===== src/rtl/io_ctrl_regs.sv =====
module io_ctrl_regs #(
  parameter int AW        = 18,
  parameter int DW        = 16,
  parameter int NSLOT     = 4,
  parameter int CLR_COUNT = 16
) (
  input  logic             clk,
  input  logic             rst_n,
  input  logic [AW-1:0]    bus_addr,
  input  logic             bus_wr,
  input  logic             bus_rd,
  input  logic [DW-1:0]    bus_wdata,
  output logic [DW-1:0]    bus_rdata,
  input  logic [1:0]       plat_strap,
  input  logic [NSLOT-1:0] slot_present,
  output logic             mb_cs,
  output logic             mb_sk,
  output logic             mb_di,
  input  logic             mb_do,
  output logic [NSLOT-1:0] nm_cs,
  output logic [NSLOT-1:0] nm_sk,
  output logic [NSLOT-1:0] nm_di,
  input  logic [NSLOT-1:0] nm_do,
  input  logic             net_evt,
  input  logic             mgmt_evt,
  input  logic             ext_evt,
  output logic             net_irq,
  output logic             mgmt_irq,
  output logic             ext_irq
);
  localparam int SW = $clog2(NSLOT);
  localparam int CW = $clog2(CLR_COUNT);

  localparam logic [AW-1:0] A_FLASHWP = AW'('h00008);
  localparam logic [AW-1:0] A_BOOTSZ  = AW'('h0000A);
  localparam logic [AW-1:0] A_MBROM   = AW'('h0000E);
  localparam logic [AW-1:0] A_PRESENT = AW'('h10006);
  localparam logic [AW-1:0] A_NMROM   = AW'('h10008);
  localparam logic [AW-1:0] A_NETSTAT = AW'('h20000);
  localparam logic [AW-1:0] A_MGMTACK = AW'('h20004);
  localparam logic [AW-1:0] A_EXTACK  = AW'('h20006);
  localparam logic [AW-1:0] A_IOMASK  = AW'('h20008);
  localparam logic [AW-1:0] A_PLATID  = AW'('h30000);
  localparam logic [AW-1:0] A_ENVSTAT = AW'('h30004);

  logic          acc;
  logic          net_acc;
  logic          net_clr;
  logic [CW-1:0] net_cnt;
  logic [SW-1:0] slot_sel;
  logic          nm_cs_q, nm_sk_q, nm_di_q;
  logic [7:0]    io_mask;
  logic [2:0]    plat_code;
  logic [DW-1:0] present_word;
  logic          unused_ok;

  assign acc       = bus_rd | bus_wr;
  assign net_acc   = acc && (bus_addr[AW-1:2] == A_NETSTAT[AW-1:2]);
  assign net_clr   = net_acc && (net_cnt == CW'(CLR_COUNT - 1));
  assign unused_ok = ^{bus_wdata[DW-1:8], bus_wdata[5], bus_wdata[3]};

  always_comb begin
    present_word = '1;
    for (int i = 0; i < NSLOT; i++)
      if (slot_present[i])
        for (int n = 0; n < DW / NSLOT; n++)
          present_word[n*NSLOT + i] = 1'b0;
  end

  always_comb begin
    case (plat_strap)
      2'd1:    plat_code = 3'd4;
      2'd2:    plat_code = 3'd3;
      default: plat_code = 3'd0;
    endcase
  end

  always_ff @(posedge clk) begin
    if (!rst_n) begin
      mb_cs <= 1'b0; mb_sk <= 1'b0; mb_di <= 1'b0;
      nm_cs_q <= 1'b0; nm_sk_q <= 1'b0; nm_di_q <= 1'b0;
      slot_sel <= '0;
      io_mask  <= '0;
    end else if (bus_wr) begin
      if (bus_addr == A_MBROM) begin
        mb_cs <= bus_wdata[0];
        mb_sk <= bus_wdata[1];
        mb_di <= bus_wdata[2];
      end
      if (bus_addr == A_NMROM) begin
        slot_sel <= bus_wdata[SW-1:0];
        nm_sk_q  <= bus_wdata[2];
        nm_cs_q  <= bus_wdata[4];
        nm_di_q  <= bus_wdata[6];
      end
      if (bus_addr == A_IOMASK)
        io_mask <= bus_wdata[7:0];
    end
  end

  for (genvar s = 0; s < NSLOT; s++) begin : g_slot
    assign nm_cs[s] = nm_cs_q && (slot_sel == SW'(s));
    assign nm_sk[s] = nm_sk_q && (slot_sel == SW'(s));
    assign nm_di[s] = nm_di_q && (slot_sel == SW'(s));
  end

  always_ff @(posedge clk) begin
    if (!rst_n) begin
      net_cnt  <= '0;
      net_irq  <= 1'b0;
      mgmt_irq <= 1'b0;
      ext_irq  <= 1'b0;
    end else begin
      if (net_acc) net_cnt <= net_clr ? '0 : net_cnt + 1'b1;
      net_irq  <= net_evt  | (net_irq  & ~net_clr);
      mgmt_irq <= mgmt_evt | (mgmt_irq & ~(acc && bus_addr == A_MGMTACK));
      ext_irq  <= ext_evt  | (ext_irq  & ~(acc && bus_addr == A_EXTACK));
    end
  end

  always_comb begin
    bus_rdata = '0;
    if (bus_rd) begin
      if (bus_addr[AW-1:2] == A_NETSTAT[AW-1:2])
        bus_rdata = DW'('h00FF);
      else
        case (bus_addr)
          A_FLASHWP: bus_rdata = DW'('h00FF);
          A_BOOTSZ:  bus_rdata = DW'('h1000);
          A_MBROM:   bus_rdata[3] = mb_do;
          A_PRESENT: bus_rdata = present_word;
          A_NMROM:   bus_rdata[7] = nm_do[slot_sel];
          A_IOMASK:  bus_rdata[7:0] = io_mask;
          A_PLATID:  bus_rdata[7:5] = plat_code;
          A_ENVSTAT: bus_rdata = DW'('h0021);
          default:   bus_rdata = '0;
        endcase
    end
  end
endmodule


===== config.mk =====
export PLATFORM = sky130hd
export DESIGN_NAME = io_ctrl_regs
export DESIGN_NICKNAME = d
export VERILOG_FILES = /design/src/rtl/io_ctrl_regs.sv
export SDC_FILE = /design/constraint.sdc
export NUM_CORES = 1
export LEC_CHECK = 0
export BUFFER_PORTS_ARGS = -buffer_cell sky130_fd_sc_hd__buf_2
export CAP_MARGIN = 20
export CORE_ASPECT_RATIO = 1.5
export CORE_MARGIN = 2
export CORE_UTILIZATION = 46
export CTS_CLUSTER_SIZE = 8
export DETAILED_ROUTE_END_ITERATION = 6
export GPL_TIMING_DRIVEN = 0
export PLACE_DENSITY = 0.86
export SYNTH_ARGS = -nofsm -noshare
export SYNTH_HDL_FRONTEND = slang
export SYNTH_SLANG_ARGS = --single-unit

===== constraint.sdc =====
create_clock -name clk -period 2.4 [get_ports clk]
set_input_delay 0.24 -clock clk [delete_from_list [all_inputs] [get_ports clk]]
set_output_delay 0.24 -clock clk [all_outputs]
set_load 0.02 [all_outputs]

==> impl.org, run 1 <==
** Timing
- Max-slew violation count :: 0
- Final setup vio count :: 0
- The final hold violation count came to 0.
- Derived from the worst setup path, the maximum achievable clock frequency is 0.437 GHz.
- Unrepaired setup endpoints after global routing :: false
- Worst slew slack as a fraction of its limit :: 57.1%
- For the final database, setup skew stands at 1.74 ps.
- Clock period minus worst slack :: 2290 ps
- In the finished design, the share of the clock period the worst path needs comes to 95.3%.
- Summed over all failing endpoints, the final setup total negative slack is 0 ps.
- For the pin with the worst max-slew slack, the measured transition is 635 ps.

** CTS
- Clock buffer depth :: 2
- TritonCTS built the clock tree.
- Counting every sink on the clock net gives 23.
- In this run, post-CTS hold repair placed 0 buffers.
- The tree is rooted in a sky130_fd_sc_hd__clkbuf_8.
- Total CTS buffers :: 3
- Worst-path clk slew :: 90 ps
- In this run the number of H-tree levels came out at 1.
- Number of cells upsized or downsized after cts :: 0
- Later-pin clock latency in the skew report :: 260 ps
- Post-CTS Setup Bufs :: 0

** Global routing
- The first global-routing pass estimated 8380 um of wire.
- Pin count of the biggest net entering global routing :: 14
- GRT Residual Overflow :: 0
- The initial antenna violation count was 0.
- In the global route stage, overall resource usage came out at 26.2%.
- The via count of the first global-routing pass was 1845.

** Critical path
- The critical path goes through buf_2 -> or4_4 -> nor4_4 -> o21ai_2 -> a311oi_1 -> buf_2.
- The worst register-to-register path has a setup slack of 1070 ps.
- Register-to-Register Path Depth :: 4
- The slowest stage of the critical path belongs to the cell sky130_fd_sc_hd__or4_4.
- Terminus of the critical flop-to-flop path :: net_cnt[2]
- Highest net fanout along the worst path :: 6
- Among the stages of the critical path, the cell type that occurs most often is sky130_fd_sc_hd__buf_2.
- Slowest cell delay on critical path :: 580 ps
- Data required time at the worst endpoint :: 2160 ps
- STA classifies the critical path startpoint as a primary input.
- The number of buffers and inverters on the critical path is 2.
- The worst register-to-register path begins at net_cnt[0].
- The cell family contributing the most delay on the critical path is simple AND/OR/NAND/NOR gates.
- Type of element capturing the critical path :: output port
- The setup path with the least slack is of type primary input to output port.
- Data on the critical path arrives at its endpoint at 2050 ps.

** Synthesis
- Summed over its instances, the top area cell type makes up 26.9% of the synthesized netlist area.
- When the netlist entered floorplanning its net count stood at 268.
- Post-synthesis cell type count :: 52
- Among all flip-flop cells after synthesis, the most frequent one is sky130_fd_sc_hd__dfxtp_1.
- Sequential cell area fraction in the yosys report :: 26.9%
- Commonest cells in the netlist :: sky130_fd_sc_hd__a21oi_1 (26), sky130_fd_sc_hd__dfxtp_1 (23), sky130_fd_sc_hd__nand3_1 (17), sky130_fd_sc_hd__o31ai_1 (14), sky130_fd_sc_hd__nand4_1 (12)
- By area the synthesized netlist is led by sky130_fd_sc_hd__dfxtp_1 (27%), sky130_fd_sc_hd__a21oi_1 (7.6%), sky130_fd_sc_hd__o31ai_1 (6.1%).
- Async set-reset flop share out of synthesis :: 0%
- Complex-gate fraction of the synthesized area :: 26.8%
- The mapped netlist covers 0.00171 mm^2.
- Arithmetic-cell share of the synthesized area counting full adders, half adders and majority gates :: 0.730%
- After synthesis, the share of cell area in mux cells is 1.31%.
- The cell count after synthesis came out at 215.
- During synthesis, Yosys emitted a total of 0 warnings.
- In this run, synthesis inferred 0 flip-flops with an integrated enable.
- Post-synthesis share of cell area spent on xor and xnor gates :: 0%
- Dominant cell type by area after synthesis :: sky130_fd_sc_hd__dfxtp_1
- By area, the combinational part of the netlist is dominated by simple AND/OR/NAND/NOR gates.
- A synthesized cell averages 7.97 um^2.
- Of the total synthesized cell area, the portion taken by AND, OR, NAND and NOR gates is 37.2%.
- Counting flops and latches in the post-synthesis netlist gives 23.
- In the post-synthesis netlist, the cell with the most instances is sky130_fd_sc_hd__a21oi_1.

** Cells and area
- Layout Cell Area excl Fill :: 0.00220 mm^2
- The repair_antennas step left the layout with diodes totalling 0.
- Filler cells :: 360
- For this run, the post-layout net count is 348.
- Synthesis-to-finish area growth :: 28.2%
- In the final layout, the share of cells above drive strength 1 is 35.4%.

** Drt
- Via total after detailed routing :: 2001
- For this block, the initial DRC count from the detailed router was 68.
- Number of optimization iterations in the first detailed-route pass :: 5
- In the routed design, unresolved DRC markers number 0.
- Once detail routing completed, the nets flagged for antenna violations numbered 0.
- Routed wire per std cell :: 15.3 um
- Total wirelength of the detailed-routed design :: 5150 um
- In the routed layout, each cell is associated on average with a via count of 5.94.

** Min path
- Hold Path Sink :: mgmt_irq
- HP Start :: mgmt_evt
- The worst hold path passes through 3 cells.
- The worst hold path belongs to the class primary input to register.

** Place
- In this run the cell area measured after placement is 0.00215 mm^2.
- The congestion estimate from routability-driven global placement came to 0.991.
- Port buffering added 76 buffers.
- Half-perimeter wire length of the detailed placement result :: 4180 um

** Power
- Leak Pwr :: 0.903 nW
- Peak VDD IR :: 0.315 mV
- Total power for the finished layout comes to 0.766 mW.
- For this design the ratio of total power to cell area is 349 mW/mm^2.

** Floorplanning
- DIE AREA :: 0.00424 mm^2
- I/O pin count :: 86
- The die is 53.8 um wide.
- Starting Density :: 47.4%
- After floorplanning, the core was sized to cover 0.00361 mm^2.
- The floorplan has 27 rows.
- Overall die height :: 78.8 um

** Status
- Outcome :: finished clean

** Job
- Max-cap check violation count :: 0
## how the worst max path moves through the flow
| stage | slack [ps] | startpoint | cells after the start | endpoint |
|---|---|---|---|---|
| after global placement | 120 | bus_addr[15] | 6 | bus_rdata[6] |
| after detailed placement | 40 | bus_addr[15] | 7 | bus_rdata[3] |
| final | 110 | bus_addr[15] | 6 | bus_rdata[6] |
| after floorplan | 200 | bus_addr[15] | 5 | bus_rdata[15] |
| after global routing | 1 | bus_addr[15] | 7 | bus_rdata[15] |
| after CTS | 40 | bus_addr[15] | 7 | bus_rdata[3] |
## report_power, final
part / total [mW] / internal, mW / switching [mW]
Clock: 0.251 / 0.116 / 0.135
Sequential: 0.386 / 0.385 / 0.00157
Combinational: 0.129 / 0.0501 / 0.0792
## cell type report
type	instances	area [um^2]	area share [%]
Inverter	10	37.5	1.71
Clock inverter	1	5.00	0.228
Timing Repair Buffer	76	380	17.3
Buffer	15	80.1	3.64
Clock buffer	3	41.3	1.88
Multi-Input combinational cell	166	1140	51.8
Sequential cell	23	460	21.0
Tap cell	43	53.8	2.45
## cells in the final DEF, fill, tap and decap left out, types with 5 or more instances in the layout
| cell type | instances |
|---|---|
| sky130_fd_sc_hd__nand4_1 | 12 |
| sky130_fd_sc_hd__clkbuf_1 | 7 |
| sky130_fd_sc_hd__nor2_1 | 7 |
| sky130_fd_sc_hd__buf_2 | 80 |
| sky130_fd_sc_hd__inv_1 | 10 |
| sky130_fd_sc_hd__o31ai_1 | 14 |
| sky130_fd_sc_hd__and2_1 | 9 |
| sky130_fd_sc_hd__nor2b_1 | 5 |
| sky130_fd_sc_hd__a21oi_1 | 26 |
| sky130_fd_sc_hd__dfxtp_1 | 23 |
| sky130_fd_sc_hd__o21ai_0 | 11 |
| sky130_fd_sc_hd__nand3_1 | 17 |
## per-layer routing
layer  share of wire (%)  vias to the layer above  global-route usage (%)
met5                   0                        -                       0
met4                 1.6                        0                    10.0
met3                 5.7                        8                    2.07
met2                  53                       68                    46.0
met1                  39                      929                    31.7
li1                    -                      996                       -
## cells by family after synthesis
kind of cell               count (synthesis)
and+or+nand+nor                           92
AOI/OAI and AO/OA                         72
muxes                                      1
buffers and inverters                     26
adders and majority gates                  1
DFF                                       23
## worst register-to-register path: cells and delay by family (launching register included)
family / cells / cell delay, ps
flops: 1 / 370
simple gates: 1 / 500
buf+inv: 1 / 60
compound gates: 1 / 140
fa+ha+maj: 1 / 200
## sequential cells by signal (all words and copies together) (netlist names)
signal	flops
mb_sk	1
mgmt_irq	1
slot_sel	2
nm_cs_q	1
net_irq	1
nm_sk_q	1
mb_cs	1
mb_di	1
io_mask	8
nm_di_q	1
net_cnt	4
ext_irq	1
## through the flow
stage          utilization [%]  hold WS (ps)  setup slack, ps  instances
3_5_place_dp              59.4           457             43.5        334
5_1_grt                   60.8           194             1.39        337
4_1_cts                   60.7           199             40.2        338
3_3_place_gp              59.4           451              120        334
6_report                  60.8           200              114        337
2_1_floorplan                -           369              200        215
(Power assumes the default switching activity.)
==> inputs of run 2 (changes only) <==
--- a/config.mk
+++ b/config.mk
@@ -8,3 +8,3 @@
 export BUFFER_PORTS_ARGS = -buffer_cell sky130_fd_sc_hd__buf_2
-export CAP_MARGIN = 20
+export CAP_MARGIN = 5
 export CORE_ASPECT_RATIO = 1.5
@@ -15,3 +15,3 @@
 export GPL_TIMING_DRIVEN = 0
-export PLACE_DENSITY = 0.86
+export PLACE_DENSITY = 0.8
 export SYNTH_ARGS = -nofsm -noshare
--- a/constraint.sdc
+++ b/constraint.sdc
@@ -3,2 +3,2 @@
 set_output_delay 0.24 -clock clk [all_outputs]
-set_load 0.02 [all_outputs]
+set_load 0.005 [all_outputs]
==> run 2 against run 1 <==
  * Critical path depth grew 1
  * Clock power grew 2%
  * Combinational power shrank 5%
  * Cell count grew 0.30%
  * Power shrank 0.20%
  * Maximum frequency grew 0.85%
  * Core utilization shrank 0.069 points
  * Critical path type unchanged
==> impl.org, run 2 (same netlist as run 1, synthesis figures left out) <==
** Cells and area
- Largest registers: io_mask: 8 flops, net_cnt: 4 flops, slot_sel: 2 flops (unchanged).
- The layout filler cell count came to 336 (was 360).
- Number of diodes :: 0 (unchanged)
- Commonest cells after routing, fill and taps aside: sky130_fd_sc_hd__buf_2 (80), sky130_fd_sc_hd__a21oi_1 (26), sky130_fd_sc_hd__dfxtp_1 (23), sky130_fd_sc_hd__nand3_1 (17), sky130_fd_sc_hd__o31ai_1 (14) (unchanged).
- The share of post-route cells with drive strength above 1 was 34.9% (was 35.4%).
- Synthesis-to-finish area growth :: 28.0% (was 28.2%)
- Most common cell after layout, fill and taps aside :: sky130_fd_sc_hd__buf_2 (unchanged)
- The register with the most flip-flops is io_mask (unchanged).
- The number of flip-flops in the largest register was 8 (unchanged).
- Layout Cell Area excl Fill :: 0.00219 mm^2 (was 0.00220 mm^2)
- The net count reported at finish came to 349 (was 348).

** Floorplanning
- Starting Density :: 47.4% (unchanged)
- Row cnt :: 27 (unchanged)
- I/O pin count :: 86 (unchanged)
- The area of the core came to 0.00361 mm^2 (unchanged).
- The die extent in y is 78.8 um (unchanged).
- The floorplan die area came to 0.00424 mm^2 (unchanged).
- Chip width :: 53.8 um (unchanged)

** Timing
- The worst setup slack after layout was 133 ps (was 114 ps).
- Max-slew violation count :: 0 (unchanged)
- Peak Freq :: 0.441 GHz (was 0.437 GHz)
- Summed negative setup slack over all endpoints :: 0 ps (unchanged)
- The slew at the pin closest to its max-slew limit was 660 ps (was 635 ps).
- The largest clock skew in the final design was 0.613 ps (was 1.74 ps).
- The final hold violation count was 0 (unchanged).
- The number of endpoints failing setup at the final stage was 0 (unchanged).
- Unrepaired setup endpoints after global routing :: false (unchanged)
- Worst slew slack as a fraction of its limit :: 55.4% (was 57.1%)
- Post-route fraction of the period consumed by the critical path :: 94.4% (was 95.3%)
- Clock period minus worst slack :: 2270 ps (was 2290 ps)

** CTS
- Count of clock tree sinks :: 23 (unchanged)
- The clock tree from TritonCTS is built (unchanged).
- Total CTS buffers :: 3 (unchanged)
- Number of buffers inserted by hold repair at cts :: 0 (unchanged)
- Post-CTS Setup Bufs :: 0 (unchanged)
- The CTS H-tree depth was 1 (unchanged).
- Number of cells upsized or downsized after cts :: 0 (unchanged)
- Worst-path clk slew :: 90 ps (about the same)
- The number of buffers on the longest clock path came to 2 (unchanged).
- The clock latency on the worst-skew pair came to 270 ps (was 260 ps).
- Cell chosen for the clock root :: sky130_fd_sc_hd__clkbuf_8 (unchanged)

** Place
- Minimum setup slack after placement :: 149 ps (was 43.5 ps)
- Area after detailed placement :: 0.00215 mm^2 (unchanged)
- Routability congestion estimate from global placement :: 0.977 (was 0.991)
- The half-perimeter wire length after placement is 4160 um (was 4180 um).
- Port bufs :: 76 (unchanged)

** Power
- PD cells :: 348 mW/mm^2 (was 349 mW/mm^2)
- The worst-case vdd ir drop was 0.339 mV (was 0.315 mV).
- Leak Pwr :: 0.904 nW (was 0.903 nW)

** Critical path
- Startpoint type of the worst setup path :: primary input (unchanged)
- The end of the worst register-to-register path was net_cnt[2] (unchanged).
- Register-to-Register Path Depth :: 4 (unchanged)
- The critical path capture point is bus_rdata[15] (was bus_rdata[6]).
- The sort of element at the end of the critical path is an output port (unchanged).
- The data required time of the worst path came to 2160 ps (about the same).
- Crit path DAT :: 2030 ps (was 2050 ps)
- Critical Path Source :: bus_addr[15] (unchanged)
- The worst-case register-to-register setup slack came to 1050 ps (was 1070 ps).
- Type of the setup path with the least slack :: primary input to output port (unchanged)
- Highest net fanout along the worst path :: 6 (unchanged)
- Beginning of the worst register-to-register path :: net_cnt[0] (unchanged)

** Min path
- The hold path startpoint is ext_evt (was mgmt_evt).
- Class of the most critical hold timing path :: primary input to register (unchanged)

** Drt
- The number of nets still failing antenna checks after routing came to 0 (unchanged).
- The number of DRC markers in iteration 0 is 112 (was 68).
- Final routed DRC violation total :: 0 (unchanged)
- Number of optimization iterations in the first detailed-route pass :: 5 (unchanged)
- Vias per inst :: 6.10 (was 5.94)
- Total wirelength of the detailed-routed design :: 5300 um (was 5150 um)
- The final routed wire length divided by cell count is 15.7 um (was 15.3 um).
- The number of vias in the routed layout is 2062 (was 2001).

** Global routing
- Antenna violations before repair :: 0 (unchanged)
- The wire length of the first global-routing pass is 8490 um (was 8380 um).
- The total routing usage reported by global routing came to 26.4% (was 26.2%).
- The total global routing overflow was 0 (unchanged).
- Vias in the first global route :: 1889 (was 1845)
- The maximum number of pins on one net before global-route repair is 14 (unchanged).

** Job
- The max-capacitance violation count came to 0 (unchanged).

** Status
- Outcome :: finished clean (unchanged)
==> run 2: worst min-delay path by stage <==
stage          endpoint  slack (ps)  cells past startpoint
4_1_cts        mgmt_irq         200                      3
2_1_floorplan   ext_irq         370                      2
3_5_place_dp      mb_di         460                      2
6_report        ext_irq         200                      3
5_1_grt        mgmt_irq         200                      3
3_3_place_gp    ext_irq         450                      2
==> run 2: layout make-up <==
type	count	area, um^2	share of cell area (%)
buffer	16	83.8	3.82
clock buffer	3	41.3	1.88
clock inverter	1	5.00	0.228
inverter	10	37.5	1.71
multi-input combinational	166	1130	51.6
sequential	23	460	21.0
tap	43	53.8	2.45
timing repair buffer	76	380	17.3
==> run 2: metal layers <==
| metal | up-vias | track usage, % | part of all wire, % |
|---|---|---|---|
| met5 | - | 0 | 0 |
| met4 | 0 | 8.72 | 2.2 |
| met3 | 15 | 2.44 | 6.4 |
| met2 | 86 | 46.7 | 53 |
| met1 | 962 | 32.1 | 38 |
| li1 | 999 | - | - |
==> run 2: where the power goes <==
group	total, mW	internal, mW	switching, mW
logic	0.123	0.0502	0.0731
clock network	0.255	0.116	0.139
registers	0.386	0.385	0.00149
==> run 2: worst max-delay path, stage by stage <==
cell and delay [ps]:
sky130_fd_sc_hd__buf_2 110, sky130_fd_sc_hd__or4_4 580, sky130_fd_sc_hd__nor4_4 500, sky130_fd_sc_hd__a21o_1 270, sky130_fd_sc_hd__nor4_1 80, sky130_fd_sc_hd__buf_4 130
sky130_fd_sc_hd__buf_2 110
==> run 2: metrics by stage <==
| stage | power, mW | utilization [%] | hold slack (ps) | cells |
|---|---|---|---|---|
| final | 0.765 | 60.7 | 197 | 338 |
| after global routing | 0.795 | 60.7 | 203 | 338 |
| after CTS | 0.757 | 60.7 | 197 | 338 |
| after detailed placement | 0.516 | 59.4 | 461 | 334 |
| after global placement | 0.515 | 59.4 | 448 | 334 |
| after floorplan | 0.452 | - | 369 | 215 |
